===== src/rtl/dac_ldc_pkg.sv =====
package dac_ldc_pkg;

   localparam int unsigned NCH = 4;

   localparam int unsigned ADDR_CFG = 4;
   localparam int unsigned ADDR_CMD = 5;

   typedef enum logic [1:0] {
      LD_SELF     = 2'b00,
      LD_PAIR     = 2'b01,
      LD_ALL_ON_D = 2'b10,
      LD_CMD      = 2'b11
   } ld_mode_e;

   typedef struct packed {
      logic [1:0] rsvd;
      ld_mode_e   mode;
      logic [3:0] range2x;
   } dac_cfg_t;

endpackage


===== src/rtl/dac_ldc_pin_sync.sv =====
module dac_ldc_pin_sync #(
   parameter int unsigned STAGES = 2
) (
   input  logic clk,
   input  logic rst,
   input  logic pin_n,
   output logic fall
);

   if (STAGES < 2) begin : g_bad_stages
      $error("dac_ldc_pin_sync: STAGES must be at least 2");
   end

   logic [STAGES-1:0] sync_q;
   logic              last_q;

   always_ff @(posedge clk) begin
      if (rst) begin
         sync_q <= '1;
         last_q <= 1'b1;
      end else begin
         sync_q <= {sync_q[STAGES-2:0], pin_n};
         last_q <= sync_q[STAGES-1];
      end
   end

   assign fall = last_q & ~sync_q[STAGES-1];

endmodule


===== src/rtl/dac_ldc_trig_dec.sv =====
module dac_ldc_trig_dec
   import dac_ldc_pkg::*;
#(
   parameter int unsigned ADDR_W = 3
) (
   input  logic              pin_off,
   input  logic              pin_fall,
   input  logic              wr_en,
   input  logic [ADDR_W-1:0] wr_addr,
   input  logic [3:0]        cmd_bits,
   input  ld_mode_e          mode,
   output logic [NCH-1:0]    upd
);

   logic [NCH-1:0] ch_wr;
   logic           cmd_wr;

   for (genvar g = 0; g < NCH; g++) begin : g_sel
      assign ch_wr[g] = wr_en && (wr_addr == ADDR_W'(g));
   end
   assign cmd_wr = wr_en && (wr_addr == ADDR_W'(ADDR_CMD));

   always_comb begin
      upd = '0;
      if (!pin_off) begin
         upd = {NCH{pin_fall}};
      end else begin
         case (mode)
            LD_SELF:     upd = ch_wr;
            LD_PAIR:     upd = {{2{ch_wr[3]}}, {2{ch_wr[1]}}};
            LD_ALL_ON_D: upd = {NCH{ch_wr[3]}};
            default:     upd = cmd_wr ? cmd_bits : '0;
         endcase
      end
   end

endmodule


===== src/rtl/dac_ldc_chan.sv =====
module dac_ldc_chan #(
   parameter int unsigned CODE_W = 12
) (
   input  logic              clk,
   input  logic              rst,
   input  logic              wr,
   input  logic [CODE_W-1:0] wr_data,
   input  logic              upd,
   output logic [CODE_W-1:0] in_code,
   output logic [CODE_W-1:0] out_code
);

   logic [CODE_W-1:0] in_q, out_q, in_nxt;

   assign in_nxt = wr ? wr_data : in_q;

   always_ff @(posedge clk) begin
      if (rst) begin
         in_q  <= '0;
         out_q <= '0;
      end else begin
         in_q <= in_nxt;
         if (upd) out_q <= in_nxt;
      end
   end

   assign in_code  = in_q;
   assign out_code = out_q;

endmodule


===== src/rtl/dac_load_ctrl.sv =====
module dac_load_ctrl
   import dac_ldc_pkg::*;
#(
   parameter int unsigned CODE_W      = 12,
   parameter int unsigned ADDR_W      = 3,
   parameter int unsigned SYNC_STAGES = 2
) (
   input  logic                  clk,
   input  logic                  rst,
   input  logic                  wr_en,
   input  logic [ADDR_W-1:0]     wr_addr,
   input  logic [CODE_W-1:0]     wr_data,
   input  logic [ADDR_W-1:0]     rd_addr,
   output logic [CODE_W-1:0]     rd_data,
   input  logic                  load_n,
   input  logic                  load_pin_off,
   output logic [4*CODE_W-1:0]   dac_code,
   output logic [3:0]            range_x2,
   output logic [1:0]            ref_int
);

   localparam int unsigned REG_W = 8;

   if (CODE_W < REG_W) begin : g_bad_code_w
      $error("dac_load_ctrl: CODE_W must be at least 8");
   end
   if (ADDR_W < 3) begin : g_bad_addr_w
      $error("dac_load_ctrl: ADDR_W must be at least 3");
   end

   dac_cfg_t            cfg_q;
   logic [1:0]          ref_q;
   logic                pin_fall;
   logic [NCH-1:0]      upd;
   logic [NCH*CODE_W-1:0] in_flat;
   logic                cfg_wr, cmd_wr;

   assign cfg_wr = wr_en && (wr_addr == ADDR_W'(ADDR_CFG));
   assign cmd_wr = wr_en && (wr_addr == ADDR_W'(ADDR_CMD));

   always_ff @(posedge clk) begin
      if (rst) begin
         cfg_q <= '0;
         ref_q <= '0;
      end else begin
         if (cfg_wr) begin
            cfg_q.rsvd    <= 2'b00;
            cfg_q.mode    <= ld_mode_e'(wr_data[5:4]);
            cfg_q.range2x <= wr_data[3:0];
         end
         if (cmd_wr) ref_q <= wr_data[5:4];
      end
   end

   dac_ldc_pin_sync #(.STAGES(SYNC_STAGES)) u_sync (
      .clk   (clk),
      .rst   (rst),
      .pin_n (load_n),
      .fall  (pin_fall)
   );

   dac_ldc_trig_dec #(.ADDR_W(ADDR_W)) u_dec (
      .pin_off  (load_pin_off),
      .pin_fall (pin_fall),
      .wr_en    (wr_en),
      .wr_addr  (wr_addr),
      .cmd_bits (wr_data[3:0]),
      .mode     (cfg_q.mode),
      .upd      (upd)
   );

   for (genvar g = 0; g < NCH; g++) begin : g_ch
      logic ch_wr;
      assign ch_wr = wr_en && (wr_addr == ADDR_W'(g));
      dac_ldc_chan #(.CODE_W(CODE_W)) u_ch (
         .clk      (clk),
         .rst      (rst),
         .wr       (ch_wr),
         .wr_data  (wr_data),
         .upd      (upd[g]),
         .in_code  (in_flat[g*CODE_W +: CODE_W]),
         .out_code (dac_code[g*CODE_W +: CODE_W])
      );
   end

   always_comb begin
      rd_data = '0;
      for (int n = 0; n < NCH; n++) begin
         if (rd_addr == ADDR_W'(n)) rd_data = in_flat[n*CODE_W +: CODE_W];
      end
      if (rd_addr == ADDR_W'(ADDR_CFG)) rd_data = CODE_W'(cfg_q);
      if (rd_addr == ADDR_W'(ADDR_CMD)) rd_data = CODE_W'({2'b00, ref_q, 4'b0000});
   end

   assign range_x2 = cfg_q.range2x;
   assign ref_int  = ref_q;

endmodule


===== config.mk =====
export PLATFORM = sky130hd
export DESIGN_NAME = dac_load_ctrl
export DESIGN_NICKNAME = d
export VERILOG_FILES = /design/src/rtl/dac_ldc_pkg.sv /design/src/rtl/dac_ldc_pin_sync.sv /design/src/rtl/dac_ldc_trig_dec.sv /design/src/rtl/dac_ldc_chan.sv /design/src/rtl/dac_load_ctrl.sv
export SDC_FILE = /design/constraint.sdc
export NUM_CORES = 1
export LEC_CHECK = 0
export ABC_AREA = 1
export BUFFER_PORTS_ARGS = -buffer_cell sky130_fd_sc_hd__buf_2
export CORE_MARGIN = 2
export CORE_UTILIZATION = 47
export DETAILED_ROUTE_END_ITERATION = 8
export PLACE_DENSITY = 0.78
export SLEW_MARGIN = 20
export SYNTH_ARGS = -nofsm -noshare
export SYNTH_HDL_FRONTEND = slang
export SYNTH_HIERARCHICAL = 1
export SYNTH_SLANG_ARGS = --single-unit

===== constraint.sdc =====
create_clock -name clk -period 1.3 [get_ports clk]
set_input_delay 0 -clock clk [delete_from_list [all_inputs] [get_ports clk]]
set_output_delay 0 -clock clk [all_outputs]
set_load 0.02 [all_outputs]

### Word level (Yosys, flattened, before mapping)

Cells that the tools add are included.

| word-level totals | value |
|---|---|
| register bits | 107 |
| input bits | 23 |
| logic and storage cells | 49 |
| output and inout port bits | 66 |

| cells by class | value |
|---|---|
| reductions and logical operators | 9 |
| bitwise logic cells | 2 |
| eq/ne operators | 12 |
| mux-type cells | 13 |

Operators by type and width:

| kind | count |
|---|---|
| $mux 12 | 10 |
| $eq 3x2->1 const B | 4 |
| $eq 3x3->1 const B | 4 |
| $pmux 4 s3 | 1 |
| $mux 4 | 2 |
| $eq 3x1->1 const B | 2 |
| $logic_and 1x1->1 | 6 |
| $logic_not 3->1 | 2 |
| $eq 2x1->1 const B | 1 |
| $eq 2x2->1 const B | 1 |
| $logic_not 2->1 | 1 |
| $and 1x1->1 | 1 |
| $not 1->1 | 1 |

### Logic depth before layout (Yosys ltp)

| depth | value |
|---|---|
| depth after elaboration | 7 |
| gate-level depth with buffers | 12 |
| mapped depth without buffers | 11 |

### Modules after synthesis

Netlist, hierarchy kept.

By module, submodules not included:

| module | area an instance (um^2) | sequential area each (um^2) | cells each | instances |
|---|---|---|---|---|
| dac_ldc_chan | 947.2 | 480.5 | 127 | 4 |
| dac_load_ctrl | 888.4 | 160.2 | 171 | 1 |
| dac_ldc_trig_dec | 209.0 | 0.0 | 47 | 1 |
| dac_ldc_pin_sync | 93.8 | 60.1 | 12 | 1 |

### Least setup slack after synthesis

No wires, ideal clock.

| path | value |
|---|---|
| kind | reg-to-reg |
| start | register, netlist name cfg_q[4] |
| end | register g_ch[1].u_ch.out_q[10] |
| setup slack | -0.088 ns |
| period minus slack after synthesis | 1.388 ns |
| arrival | 1.279 ns |
| cell stages (with the launch flop) | 11 |
| data required time | 1.191 ns |
| path through | dfxtp_1 nand2_2 nor3_2 nand2_1 nand3_1 nand2_1 nand2_1 buf_4 nand3_1 nand2_1 inv_1 |

| on the way | value |
|---|---|
| word-level cells in the longest chain between the ends | 3 |
| elaborated cells on any way between the ends | 5 |
| classes of those cells | 2 x eq/ne; 2 x mux; 1 x reduce/logical |

Ends and longest elaborated chain:

| item | line | text |
|---|---|---|
| $eq 2x2->1, or another cell as far along | dac_ldc_trig_dec.sv:28 | `case (mode)` |
| $pmux 4 s3 * | dac_ldc_trig_dec.sv:28 |  |
| $mux 4 * | dac_ldc_trig_dec.sv:25 | `if (!pin_off) begin` |
| via upd[1] | dac_load_ctrl.sv:34 | `logic [NCH-1:0] upd;` |
| end signal: assignment | dac_ldc_chan.sv:23 | `if (upd) out_q <= in_nxt;` |
| end: declaration | dac_ldc_chan.sv:13 | `logic [CODE_W-1:0] in_q, out_q, in_nxt;` |

The timed path passes the listed nets; every way through them passes the cells marked *.
A chain may end at the register's enable or synchronous reset.

### Final worst setup path

| path | value |
|---|---|
| start | register, netlist name cfg_q[4] |
| end | register g_ch[0].u_ch.out_q[9] |

| on the way | value |
|---|---|
| word-level cells in the longest chain between the ends | 3 |
| elaborated cells on any way between the ends | 5 |
| classes of those cells | 2 x eq/ne; 2 x mux; 1 x reduce/logical |

Ends and longest elaborated chain:

| item | line |
|---|---|
| $eq 2x2->1, or another cell as far along | dac_ldc_trig_dec.sv:28 |
| $pmux 4 s3 * | dac_ldc_trig_dec.sv:28 |
| $mux 4 * | dac_ldc_trig_dec.sv:25 |
| via upd[0] | dac_load_ctrl.sv:34 |
| end signal: assignment | dac_ldc_chan.sv:23 |
| end: declaration | dac_ldc_chan.sv:13 |

Marked as above.

==> results by group <==
Outcome
  – Status: complete, but fails checks
  – Failing checks: negative setup slack

Routing
  – Wire length per cell: 14.68 um
  – DRC Markers: 0
  – Initial DRT Pass Iterations: 6
  – ANT nets after route: 0
  – Routed wire length: 14,510 um
  – Routed vias/inst: 5.069
  – Vias: 5,008
  – DR iter-0 viols: 415

Synth
  – Count leader, synth: nand2_1
  – Post-Synth Adder-Cell Area: 0
  – Post-synth top cells: nand2_1, nor2_1, dfxtp_1, nand3_1, inv_1
  – FFs w/ async S/R, synth: 0
  – Ys flop type: dfxtp_1
  – Post-Synth Simple-Gate Area: 0.4035
  – Largest family of logic cells by synthesized area: simple AND/OR/NAND/NOR gates
  – Number of synthesized flops with an enable pin: 0
  – Mapped Area: 0.004980 mm^2
  – Post-synthesis mux area share: 0
  – Flops & latches, synth: 107
  – Synth Area in XOR/XNOR: 0
  – Yosys top cell by area: dfxtp_1
  – Syn nets: 761
  – Mean post-synth cell area: 6.748 um^2
  – Synth Instances: 738
  – Top cell type's share of synthesized area: 0.4302
  – Sequential cell area fraction in the yosys report: 0.4302
  – Post-synthesis compound-gate area fraction: 0.06030
  – Synth cell types: 19
  – Top post-synthesis cells by area: dfxtp_1, nand2_1, nor2_1
  – Yosys warnings: 6

STA
  – Period utilization: 1.252
  – Clock Skew: 0.009565 ns
  – Fin. Hold Viols: 0
  – Slack of the critical path: -0.3270 ns
  – Slew Viols, Final: 0
  – Fmax achieved: 614.6 MHz
  – Worst hold slack: 0.06468 ns
  – RSZ-0062 raised after global routing: yes
  – TNS Setup: -7.153 ns
  – Max transition margin: 0.7002
  – Fin crit period: 1.627 ns
  – Least-Margin Pin Slew: 0.4497 ns
  – Final setup violation count: 48

Pwr
  – Pint: 0.004972 W
  – Sw Pwr: 0.001863 W
  – Switching Share: 0.2726
  – Logic pwr share: 0.151
  – Pwr dens: 1064 mW/mm^2
  – Leakage: 3.135 nW
  – Reg power frac: 0.507
  – Clk pwr share: 0.342
  – Max VDD drop: 0.6228 mV

Final layout
  – Final non-filler cell total: 988
  – Layout cells sized above 1: 0.3134
  – # diodes: 0
  – Fillcell total: 922
  – Area growth from synthesis to layout: 28.99%
  – Post-route cell area: 0.006424 mm^2
  – Layout net count: 870

CTS
  – Max H-tree Level: 3
  – Clock Pin Slew Worst Setup and Hold Paths: 0.10 ns
  – CTS Sinks: 107
  – Root Driver: clkbuf_8
  – Worst skew pair latency: 0.37 ns
  – CTS tree: yes
  – CTS Buffer Depth: 2
  – CTS buffer count: 9

Placed design
  – Hpwl dp: 9212 um
  – Post-Place Cell Area: 0.005607 mm^2
  – Post-Place Cells: 954
  – Gpl congestion: 0.9559
  – Setup WS pre-CTS: -0.1018 ns
  – Port Buffers: 88

Worst hold path
  – Hold depth: 5
  – Worst Hold Class: input port to flop

Floorplan
  – Initial Util: 0.4824
  – Core area: 0.01032 mm^2
  – Num rows: 37
  – Die area: 0.01144 mm^2
  – DIE WIDTH: 106.9 um
  – Die Span Y: 106.9 um
  – Ports: 89

Critical path
  – Family with the most delay on the worst path: simple AND/OR/NAND/NOR gates
  – Slowest-stage cell, CP: dfxtp_4
  – CP Cell Sequence: nand2_4 -> nor2_4 -> nand3_1 -> nand4_1 -> nand2_2 -> nand2_4 -> clkbuf_16 -> nand3_1 -> nand2_1 -> inv_1
  – Worst path depth: 10
  – CP Class: flop to flop
  – CP peak stage delay: 0.40 ns
  – Count of buffer and inverter cells on the critical path: 2
  – Maximum fanout along the worst path: 12
  – Reg2Reg Depth: 10
  – Required time of the worst setup path: 1.57 ns
  – Crit path DAT: 1.90 ns
  – Startpoint types: flop
  – CP endpoint kind: flop

Global routing
  – Total GRT Usage: 0.2476
  – Initial antenna violation count: 0
  – Largest net degree at the start of global routing: 106
  – Vias in the first global route: 4,496
  – First-pass GRT wire length: 22,350 um
  – Remaining Overflow, GRT: 0

Run
  – # Max-Cap Violations: 0
## flip-flops by register name, indices dropped and copies added (netlist names)
register and count:
cfg_q 2, g_ch.u_ch/in_code 48, g_ch.u_ch/out_code 48, range_x2 4, ref_int 2, u_sync/last_q 1, u_sync/sync_q 2
## worst reg2reg max path, stage by stage, from the launching register on
cell	delay, ns
dfxtp_4	0.40
nand2_4	0.09
nor2_4	0.14
nand3_1	0.14
nand4_1	0.16
nand2_2	0.09
nand2_4	0.12
clkbuf_16	0.18
nand3_1	0.09
nand2_1	0.08
inv_1	0.04
## timing repair
| action | in CTS | in global routing |
|---|---|---|
| endpoints found under the setup margin | 50 | 59 |
| endpoints found under the hold margin | 26 | 0 |
| cloned | 3 | 3 |
| hold buffers | 10 | 0 |
| pin swaps | 9 | 22 |
| setup buffers | 0 | 2 |
| gates resized for setup | 43 | 61 |
## power groups by stage
stage | Clock, W | Combinational [W] | Sequential (W)
CTS | 0.00237 | 0.000953 | 0.00346
finish | 0.00234 | 0.00103 | 0.00347
global placement | 0 | 0.000862 | 0.00353
detailed placement | 0 | 0.000870 | 0.00353
floorplan | 0 | 0.000470 | 0.00361
global route | 0.00251 | 0.00112 | 0.00348
## per-stage QoR
stage          total power (W)  utilization
2_1_floorplan         0.004083            -
3_3_place_gp          0.004391       0.5431
3_5_place_dp          0.004400       0.5431
4_1_cts               0.006779       0.5964
5_1_grt               0.007104       0.6222
6_report              0.006835       0.6222
## final cells by class
| class | instances | area [um^2] | share of cell area |
|---|---|---|---|
| Inverter | 77 | 291.5 | 0.04538 |
| Timing Repair Buffer | 130 | 991.0 | 0.1543 |
| Sequential cell | 107 | 2170 | 0.3377 |
| Clock buffer | 11 | 151.4 | 0.02357 |
| Clock inverter | 5 | 83.83 | 0.01305 |
| Tap cell | 136 | 170.2 | 0.02649 |
| Multi-Input combinational cell | 522 | 2566 | 0.3995 |
## layout by cell type, fill, tap and decap left out
cell           Yosys  layout
dfxtp_1          107      89
a21oi_1           57      56
clkbuf_16          0       3
inv_4              0       1
nand3_4            1       1
inv_1             69      67
buf_4             12      25
nand2_8            0       1
nand2_4            0       5
nor2_4             2      14
nand2_1          194     183
buf_2             11      80
inv_2              8       9
dfxtp_4            0       2
buf_16             0       3
nor2_2             5      20
buf_12             0       5
nor3_4             1       2
nand3_1           74      65
dlygate4sd3_1      0      10
buf_6              8       4
clkinvlp_4         0       2
nor2_1           135     108
clkbuf_8           0      11
o21ai_0            3       1
nand4_1            6       6
nand2_2           43      48
bufinv_16          0       2
a21oi_2            0       1
nand3_2            0       9
inv_6              0       1
dfxtp_2            0      16
o21ai_2            0       2
## path summary, 6_finish.rpt
kind	start	to	slack, ns
worst max-delay path	cfg_q[4]$_SDFFE_PP0P_	g_ch[0].u_ch/out_code[9]$_SDFFE_PP0P_	-0.33
worst min-delay path	wr_addr[2]	ref_int[1]$_SDFFE_PP0P_	0.06
worst max register to register	cfg_q[4]$_SDFFE_PP0P_	g_ch[0].u_ch/out_code[9]$_SDFFE_PP0P_	-0.33
worst min register to register	u_sync/sync_q[0]$_SDFF_PP1_	u_sync/sync_q[1]$_SDFF_PP1_	0.44
## metal layers
| layer | share of wire | vias to the layer above | GRT usage |
|---|---|---|---|
| met5 | 0 | - | 0 |
| met4 | 0.036 | 0 | 0.1048 |
| met3 | 0.064 | 44 | 0.03343 |
| met2 | 0.47 | 212 | 0.3931 |
| met1 | 0.43 | 2245 | 0.3385 |
| li1 | - | 2507 | - |
## logic make-up (layout without fill, tap and decap cells)
kind of cell	after synthesis	count (layout)
AOI/OAI and AO/OA	60	60
and+or+nand+nor	462	462
buffers and inverters	109	223
DFF	107	107
Power figures use the tool's default switching activity.
